==> src/rtl/lpm_pkg.sv <==
package lpm_pkg;
  typedef enum logic [2:0] {
    ST_RUN  = 3'd0,
    ST_WAIT = 3'd1,
    ST_HALT = 3'd2,
    ST_STOP = 3'd3,
    ST_STAB = 3'd4
  } lpm_state_e;
endpackage

==> src/rtl/lpm_opt_sample.sv <==
module lpm_opt_sample (
  input  logic clk_i,
  input  logic rst_ni,
  input  logic opt_i,
  output logic opt_o
);
  logic opt_q;

  // follows the pin only while reset is held, frozen afterwards
  always_ff @(posedge clk_i) begin
    if (!rst_ni) opt_q <= opt_i;
  end

  assign opt_o = opt_q;
endmodule

==> src/rtl/lpm_stab_cnt.sv <==
module lpm_stab_cnt #(
  parameter int STAB_CYCLES = 4064,
  parameter int HALT_CYCLES = 16
) (
  input  logic clk_i,
  input  logic rst_ni,
  input  logic load_stop_i,
  input  logic load_halt_i,
  input  logic run_i,
  output logic last_o
);
  localparam int CNT_W = $clog2(STAB_CYCLES + 1);
  localparam logic [CNT_W-1:0] STAB_LD = CNT_W'(STAB_CYCLES);
  localparam logic [CNT_W-1:0] HALT_LD = CNT_W'(HALT_CYCLES);

  logic [CNT_W-1:0] cnt_q;

  always_ff @(posedge clk_i or negedge rst_ni) begin
    if (!rst_ni)                       cnt_q <= STAB_LD;
    else if (load_stop_i)              cnt_q <= STAB_LD;
    else if (load_halt_i)              cnt_q <= HALT_LD;
    else if (run_i && cnt_q != '0)     cnt_q <= cnt_q - 1'b1;
  end

  assign last_o = (cnt_q == CNT_W'(1));
endmodule

==> src/rtl/lpm_fsm.sv <==
module lpm_fsm
  import lpm_pkg::*;
(
  input  logic       clk_i,
  input  logic       rst_ni,
  input  logic       stop_i,
  input  logic       wait_i,
  input  logic       irq_i,
  input  logic       int_req_i,
  input  logic       opt_i,
  input  logic       cnt_last_i,
  output lpm_state_e state_o,
  output logic       from_halt_o,
  output logic       load_stop_o,
  output logic       load_halt_o,
  output logic       clr_imask_o
);
  lpm_state_e state_q, state_d;
  logic       from_halt_q, clr_q;
  logic       wake_any;

  assign wake_any    = irq_i | int_req_i;
  assign load_stop_o = (state_q == ST_STOP) & irq_i;
  assign load_halt_o = (state_q == ST_HALT) & wake_any;

  always_comb begin
    state_d = state_q;
    unique case (state_q)
      ST_RUN: begin
        if (!wake_any) begin
          if (stop_i)      state_d = opt_i ? ST_HALT : ST_STOP;
          else if (wait_i) state_d = ST_WAIT;
        end
      end
      ST_WAIT: if (wake_any)   state_d = ST_RUN;
      ST_HALT: if (wake_any)   state_d = ST_STAB;
      ST_STOP: if (irq_i)      state_d = ST_STAB;
      ST_STAB: if (cnt_last_i) state_d = ST_RUN;
      default:                 state_d = ST_STAB;
    endcase
  end

  always_ff @(posedge clk_i or negedge rst_ni) begin
    if (!rst_ni) begin
      state_q     <= ST_STAB;
      from_halt_q <= 1'b0;
      clr_q       <= 1'b0;
    end else begin
      state_q <= state_d;
      clr_q   <= (state_q == ST_RUN) & ~wake_any & stop_i;
      if (load_halt_o)      from_halt_q <= 1'b1;
      else if (load_stop_o) from_halt_q <= 1'b0;
    end
  end

  assign state_o     = state_q;
  assign from_halt_o = from_halt_q;
  assign clr_imask_o = clr_q;
endmodule

==> src/rtl/lpm_gate_dec.sv <==
module lpm_gate_dec
  import lpm_pkg::*;
(
  input  lpm_state_e state_i,
  input  logic       from_halt_i,
  output logic       osc_en_o,
  output logic       cpu_clk_en_o,
  output logic       per_clk_en_o,
  output logic       wdg_clk_en_o,
  output logic       ready_o
);
  logic low_run;

  // wait, halt and the halt-exit delay keep the slow domains alive
  assign low_run = (state_i == ST_WAIT) | (state_i == ST_HALT) |
                   ((state_i == ST_STAB) & from_halt_i);

  assign osc_en_o     = (state_i != ST_STOP);
  assign cpu_clk_en_o = (state_i == ST_RUN);
  assign ready_o      = (state_i == ST_RUN);
  assign per_clk_en_o = (state_i == ST_RUN) | low_run;
  assign wdg_clk_en_o = (state_i == ST_RUN) | low_run;
endmodule

==> src/rtl/lpm_ctrl.sv <==
module lpm_ctrl
  import lpm_pkg::*;
#(
  parameter int STAB_CYCLES = 4064,
  parameter int HALT_CYCLES = 16
) (
  input  logic clk_i,
  input  logic rst_ni,
  input  logic stop_i,
  input  logic wait_i,
  input  logic halt_opt_i,
  input  logic irq_i,
  input  logic int_req_i,
  output logic osc_en_o,
  output logic cpu_clk_en_o,
  output logic per_clk_en_o,
  output logic wdg_clk_en_o,
  output logic clr_imask_o,
  output logic ready_o
);
  lpm_state_e state;
  logic       opt_q, from_halt, load_stop, load_halt, cnt_last, stab_run;

  assign stab_run = (state == ST_STAB);

  lpm_opt_sample u_opt (
    .clk_i (clk_i),
    .rst_ni(rst_ni),
    .opt_i (halt_opt_i),
    .opt_o (opt_q)
  );

  lpm_stab_cnt #(
    .STAB_CYCLES(STAB_CYCLES),
    .HALT_CYCLES(HALT_CYCLES)
  ) u_cnt (
    .clk_i      (clk_i),
    .rst_ni     (rst_ni),
    .load_stop_i(load_stop),
    .load_halt_i(load_halt),
    .run_i      (stab_run),
    .last_o     (cnt_last)
  );

  lpm_fsm u_fsm (
    .clk_i      (clk_i),
    .rst_ni     (rst_ni),
    .stop_i     (stop_i),
    .wait_i     (wait_i),
    .irq_i      (irq_i),
    .int_req_i  (int_req_i),
    .opt_i      (opt_q),
    .cnt_last_i (cnt_last),
    .state_o    (state),
    .from_halt_o(from_halt),
    .load_stop_o(load_stop),
    .load_halt_o(load_halt),
    .clr_imask_o(clr_imask_o)
  );

  lpm_gate_dec u_dec (
    .state_i     (state),
    .from_halt_i (from_halt),
    .osc_en_o    (osc_en_o),
    .cpu_clk_en_o(cpu_clk_en_o),
    .per_clk_en_o(per_clk_en_o),
    .wdg_clk_en_o(wdg_clk_en_o),
    .ready_o     (ready_o)
  );
endmodule

==> config.mk <==
export PLATFORM = sky130hd
export DESIGN_NAME = lpm_ctrl
export DESIGN_NICKNAME = d
export VERILOG_FILES = /design/src/rtl/lpm_pkg.sv /design/src/rtl/lpm_opt_sample.sv /design/src/rtl/lpm_stab_cnt.sv /design/src/rtl/lpm_fsm.sv /design/src/rtl/lpm_gate_dec.sv /design/src/rtl/lpm_ctrl.sv
export SDC_FILE = /design/constraint.sdc
export NUM_CORES = 1
export LEC_CHECK = 0
export BUFFER_PORTS_ARGS = -buffer_cell sky130_fd_sc_hd__buf_2
export CORE_MARGIN = 2
export CORE_UTILIZATION = 56
export DETAILED_ROUTE_END_ITERATION = 12
export PLACE_DENSITY = 0.77
export SLEW_MARGIN = 10
export SYNTH_ARGS = -nofsm -noshare
export SYNTH_HDL_FRONTEND = slang
export SYNTH_SLANG_ARGS = --single-unit
==> constraint.sdc <==
create_clock -name clk_i -period 2.47 [get_ports clk_i]
set_input_delay 0.247 -clock clk_i [delete_from_list [all_inputs] [get_ports clk_i]]
set_output_delay 0.247 -clock clk_i [all_outputs]
set_load 0.05 [all_outputs]
* After elaboration in Yosys (flattened, before gate mapping)
Index checks and enable logic that the tools add are counted.
** Storage, ports and cells
- Bits in registers :: 18
- Input bits :: 7
- Output and inout port bits :: 6
- Word-level logic and storage cells :: 48
** Operators by class
- Add/sub/neg operators :: 1
- Equal/unequal tests :: 12
- Muxes and demuxes :: 14
- Bitwise gates (word level) :: 10
- Reductions and logical operators :: 6
** Operators by type and width (count)
- 12-bit 2-to-1 mux :: 3
- 3-bit 2-to-1 mux :: 7
- 3-bit one-hot mux with 5 select lines :: 1
- 12-bit by 1-bit equality test with 1-bit output, second input constant :: 1
- 12-bit nonzero test :: 1
- 12-bit by 1-bit subtractor with 12-bit output, second input constant :: 1
- 2-bit != test, second input constant :: 5
- 3-bit by 2-bit equality test with 1-bit output, second input constant :: 2
- 6-bit AND reduction :: 1
- 1-bit bitwise AND :: 5
- 1-bit bitwise OR :: 4
- 3-bit by 1-bit equality test with 1-bit output, second input constant :: 1
- 3-bit equality test, second input constant :: 1
- 3-bit logical NOT :: 1
- 1-bit 2-to-1 mux :: 3
- 3-bit by 2-bit != test with 1-bit output, second input constant :: 1
- 3-bit != test, second input constant :: 1
- 3-bit nonzero test :: 1
- 2-bit nonzero test :: 1
- 1-bit logical AND :: 1
- 1-bit inverter :: 1

* Longest topological paths before layout
- Depth after elaboration :: 5
- Mapped depth :: 6
- Depth with buffers taken out :: 6

* By module
A second synthesis with hierarchy kept.
** Second synthesis, totals
- Cell total of the unflattened synthesis :: 115
- Area, all modules :: 1104.8 um^2
** Modules (own cells, without submodules)
- lpm_stab_cnt :: times used 1, cells each 81, area each 774.5 um^2, seq. area each 309.0 um^2
- lpm_fsm :: times used 1, cells each 24, area each 240.2 um^2, seq. area each 126.4 um^2
- lpm_gate_dec :: times used 1, cells each 7, area each 43.8 um^2, seq. area each 0.0 um^2
- lpm_opt_sample :: times used 1, cells each 2, area each 33.8 um^2, seq. area each 30.0 um^2
- lpm_ctrl :: times used 1, cells each 1, area each 12.5 um^2, seq. area each 0.0 um^2

* Least setup slack after synthesis
No wires, ideal clock.
- Kind :: reg-to-output
- From :: register u_fsm.state_q[0] (netlist: u_fsm.state_o[0])
- To :: output port ready_o
- Arrival :: 2.064 ns
- Data required time :: 2.223 ns
- Setup slack :: 0.159 ns
- Stages on the path, launching flop included :: 4
- Buffers on the path :: 2
- Cell sequence :: dfrtp_1 > clkbuf_1 > nor3_1 > buf_4
** On the way
- Longest elaborated chain between the ends :: 1
** Ends and longest elaborated chain
- start, declared :: line lpm_fsm.sv:18 : lpm_state_e state_q, state_d;
- start signal, assigned :: line lpm_fsm.sv:49 : state_q <= state_d;
- 3-bit logical NOT
- end, declared :: line lpm_ctrl.sv:19 : output logic ready_o
No other way between the ends.

* Worst setup path in the final report
- From :: register u_cnt.cnt_q[4]
- To :: register u_cnt.cnt_q[1]
** On the way
- Longest elaborated chain between the ends :: 3
** Ends and longest elaborated chain
- start, declared :: line lpm_stab_cnt.sv:16 : logic [CNT_W-1:0] cnt_q;
- start signal, assigned :: line lpm_stab_cnt.sv:22 : else if (run_i && cnt_q != '0) cnt_q <= cnt_q - 1'b1;
- 12-bit nonzero test :: line lpm_stab_cnt.sv:22
- 1-bit logical AND :: line lpm_stab_cnt.sv:22
- 3-bit nonzero test (no source line)
No other way between the ends.
A chain may end at the register's enable or synchronous reset.

==> flow_summary.json <==
{
  "die_x_um": 49.09,
  "wirelength_um": 2500,
  "grt_max_degree": 19,
  "syn_nets": 126,
  "setup.worst_path.end_class": "flip-flop",
  "drc": 0,
  "yosysSeqAreaShare": 0.4088,
  "relSlewSlack": 0.5620,
  "finalCritPeriodShare": 0.8265,
  "rsz0062_at_grt": "no",
  "critPathMaxStageDelay_ps": 560,
  "grt_pass1_wl_um": 4491,
  "die_area_um2": 2410,
  "drv_slew": 0,
  "antenna_found_initial": 0,
  "fin_area_um2": 1249,
  "critical_path_class": "reg2reg",
  "crit_chain": "or4_4 > nor4_4 > nor2_1 > a211oi_1",
  "syn_avg_cell_area_um2": 9.815,
  "cts_setup_buffers": 0,
  "path_buf_inv": 0,
  "cp_data_arrival_time_ps": 2250,
  "cts_root_buf": "clkbuf_4",
  "wl_per_cell_um": 16.23,
  "fin_cells": 154,
  "grt-ovfl-total": 0,
  "grt_use_total": 0.2407,
  "finalSetupTns_ps": 0,
  "dr.pass1.iters": 4,
  "synthTopCellsByArea": "dfrtp_1, dfstp_2, nand3_1",
  "yosys.cell_types.count": 40,
  "clock_path_buffers": 2,
  "antenna_cells": 0,
  "cts.repair.resized": 0,
  "ys_warn_count": 0,
  "critical-path-top-delay-family": "simple AND/OR/NAND/NOR gates",
  "htreeDepth": 1,
  "tritoncts": "done",
  "r2r_slack_ps": 430,
  "crit_slowest_cell": "or4_4",
  "clk_latency_ps": 290,
  "drv_cap": 0,
  "synth_seq_cells": 18,
  "yosysTopAreaCellShare": 0.1978,
  "core-area_um2": 1942,
  "crit_required_ps": 2680,
  "dpl-instance-area_um2": 1202,
  "place_inst": 149,
  "row_count": 16,
  "gp_congestion": 0.7784,
  "netlist_area_um2": 1139,
  "worstMarginPinSlew_ps": 652.7,
  "crit_path_start_kind": "flip-flop",
  "grt_pass1_vias": 973,
  "cts_hold_buf": 1,
  "hold_viol_final": 0,
  "boundaryPins": 13,
  "numCtsBuffers": 3,
  "initial_core_util": 0.5863,
  "fp.dieH_um": 49.09,
  "vias": 1022,
  "synth_edf_count": 1,
  "setup_slack_ps": 428.5,
  "synthCells": 116,
  "synth_ff_type": "dfrtp_1",
  "holdCritPathClass": "in2reg",
  "powerDensity_nw_per_um2": 1005,
  "vias_per_cell": 6.636,
  "drive_above_1_share": 0.2441,
  "synth_top_cell_by_area": "dfrtp_1",
  "critPathMaxFanout": 9,
  "ir_drop_uv": 690.6,
  "drt_iter0_drc": 51,
  "place_ws_ps": 473.5,
  "status": "finished, final reports clean",
  "period_needed_ps": 2041,
  "ys_async_sr_fraction": 0.9444,
  "cts_num_sinks": 18,
  "finalClockSkew_ps": 1.270,
  "setup_viol": 0,
  "fmax_ghz": 0.4898,
  "nets": 138,
  "final_antenna_net_count": 0,
  "power_leakage_nw": 0.4926,
  "portBuffers": 12,
  "syn2layout_area_growth_pct": 9.671,
  "hpwl_um": 1738,
  "clk_pin_slew_ps": 100
}
power breakdown:
group | switching [mW] | total (mW) | internal, mW | leakage (nW)
combinational | 0.350 | 0.544 | 0.193 | 0.268
clock | 0.0919 | 0.182 | 0.0899 | 0.0210
sequential | 0.122 | 0.530 | 0.408 | 0.204
cells in the final DEF, fill, tap and decap left out, types with 3 or more instances in the layout:
| master | n |
|---|---|
| buf_2 | 12 |
| nand2_1 | 10 |
| nand3_1 | 9 |
| dfrtp_1 | 9 |
| dfstp_2 | 8 |
| inv_1 | 6 |
| a21oi_1 | 6 |
| o211ai_1 | 6 |
| nor2_1 | 4 |
| nor4_1 | 4 |
| o31a_1 | 4 |
| o221ai_1 | 4 |
| or4_4 | 3 |
| o41a_1 | 3 |
| ha_1 | 3 |
| clkbuf_4 | 3 |
logic make-up after synthesis:
kind of cell,after synthesis,share of synthesized area
AND/OR/NAND/NOR,46,0.2549
AO/OA/AOI/OAI,35,0.2396
flip-flops,18,0.4088
buffers and inverters,12,0.04614
adder cells (fa/ha/maj),3,0.03297
multiplexers,2,0.01758
worst register-to-register path: stages (launching register included):
cell      delay [ps]
dfrtp_1          430
or4_4            560
nor4_4           490
nor2_1           210
a211oi_1         270
path summary, 6_finish.rpt:
kind                            depth (start not counted)         startpoint                 to
worst min-delay path                                    1         halt_opt_i        u_opt.opt_o
worst min register to register                          2  u_fsm.from_halt_o  u_fsm.from_halt_o
max in group asynchronous                               2             rst_ni     u_cnt.cnt_q[5]
worst max register to register                          4     u_cnt.cnt_q[4]     u_cnt.cnt_q[1]
min in group asynchronous                               2             rst_ni   u_fsm.state_o[1]
worst max-delay path                                    4     u_cnt.cnt_q[4]     u_cnt.cnt_q[1]
synth_stat cells (all sizes together) (2+ instances only):
cell	count
o221ai	4
o21ai	3
buf	2
o211ai	6
a21oi	7
clkbuf	4
o41a	3
nand3b	2
dfrtp	9
nor2	4
dfstp	8
nor2b	2
inv	6
ha	3
nor3b	2
nor3	2
o21a	2
mux2i	2
o31a	4
or4	5
nand2	10
nor4	5
nand3	9
registers in the layout, summed over array words and instances (netlist names):
register and count:
u_cnt.cnt_q 12, u_fsm.state_o 3, u_opt.opt_o 1, u_fsm.from_halt_o 1, u_fsm.clr_imask_o 1
routing by layer:
metal | global-route usage | routed length (µm)
met5 | 0 | 0
met4 | 0.09524 | 59
met3 | 0.03374 | 161
met2 | 0.4054 | 1197
met1 | 0.3101 | 1081
layout make-up:
| type | instances | area [µm²] |
|---|---|---|
| sequential | 18 | 465.4 |
| tap | 27 | 33.78 |
| clock buffer | 4 | 36.28 |
| timing repair buffer | 13 | 70.07 |
| multi-input combinational | 86 | 620.6 |
| fill | 159 | 693.2 |
| inverter | 6 | 22.52 |
stage by stage:
step,hold WS [ps],power (mW),util
after floorplan,-48.59,0.9506,-
after global placement,189.4,1.049,0.6192
after detailed placement,196.3,1.065,0.6192
after CTS,125.7,1.253,0.6430
after global routing,111.3,1.350,0.6430
final,126.9,1.255,0.6430
No activity file was read; power rests on OpenSTA's default activity.
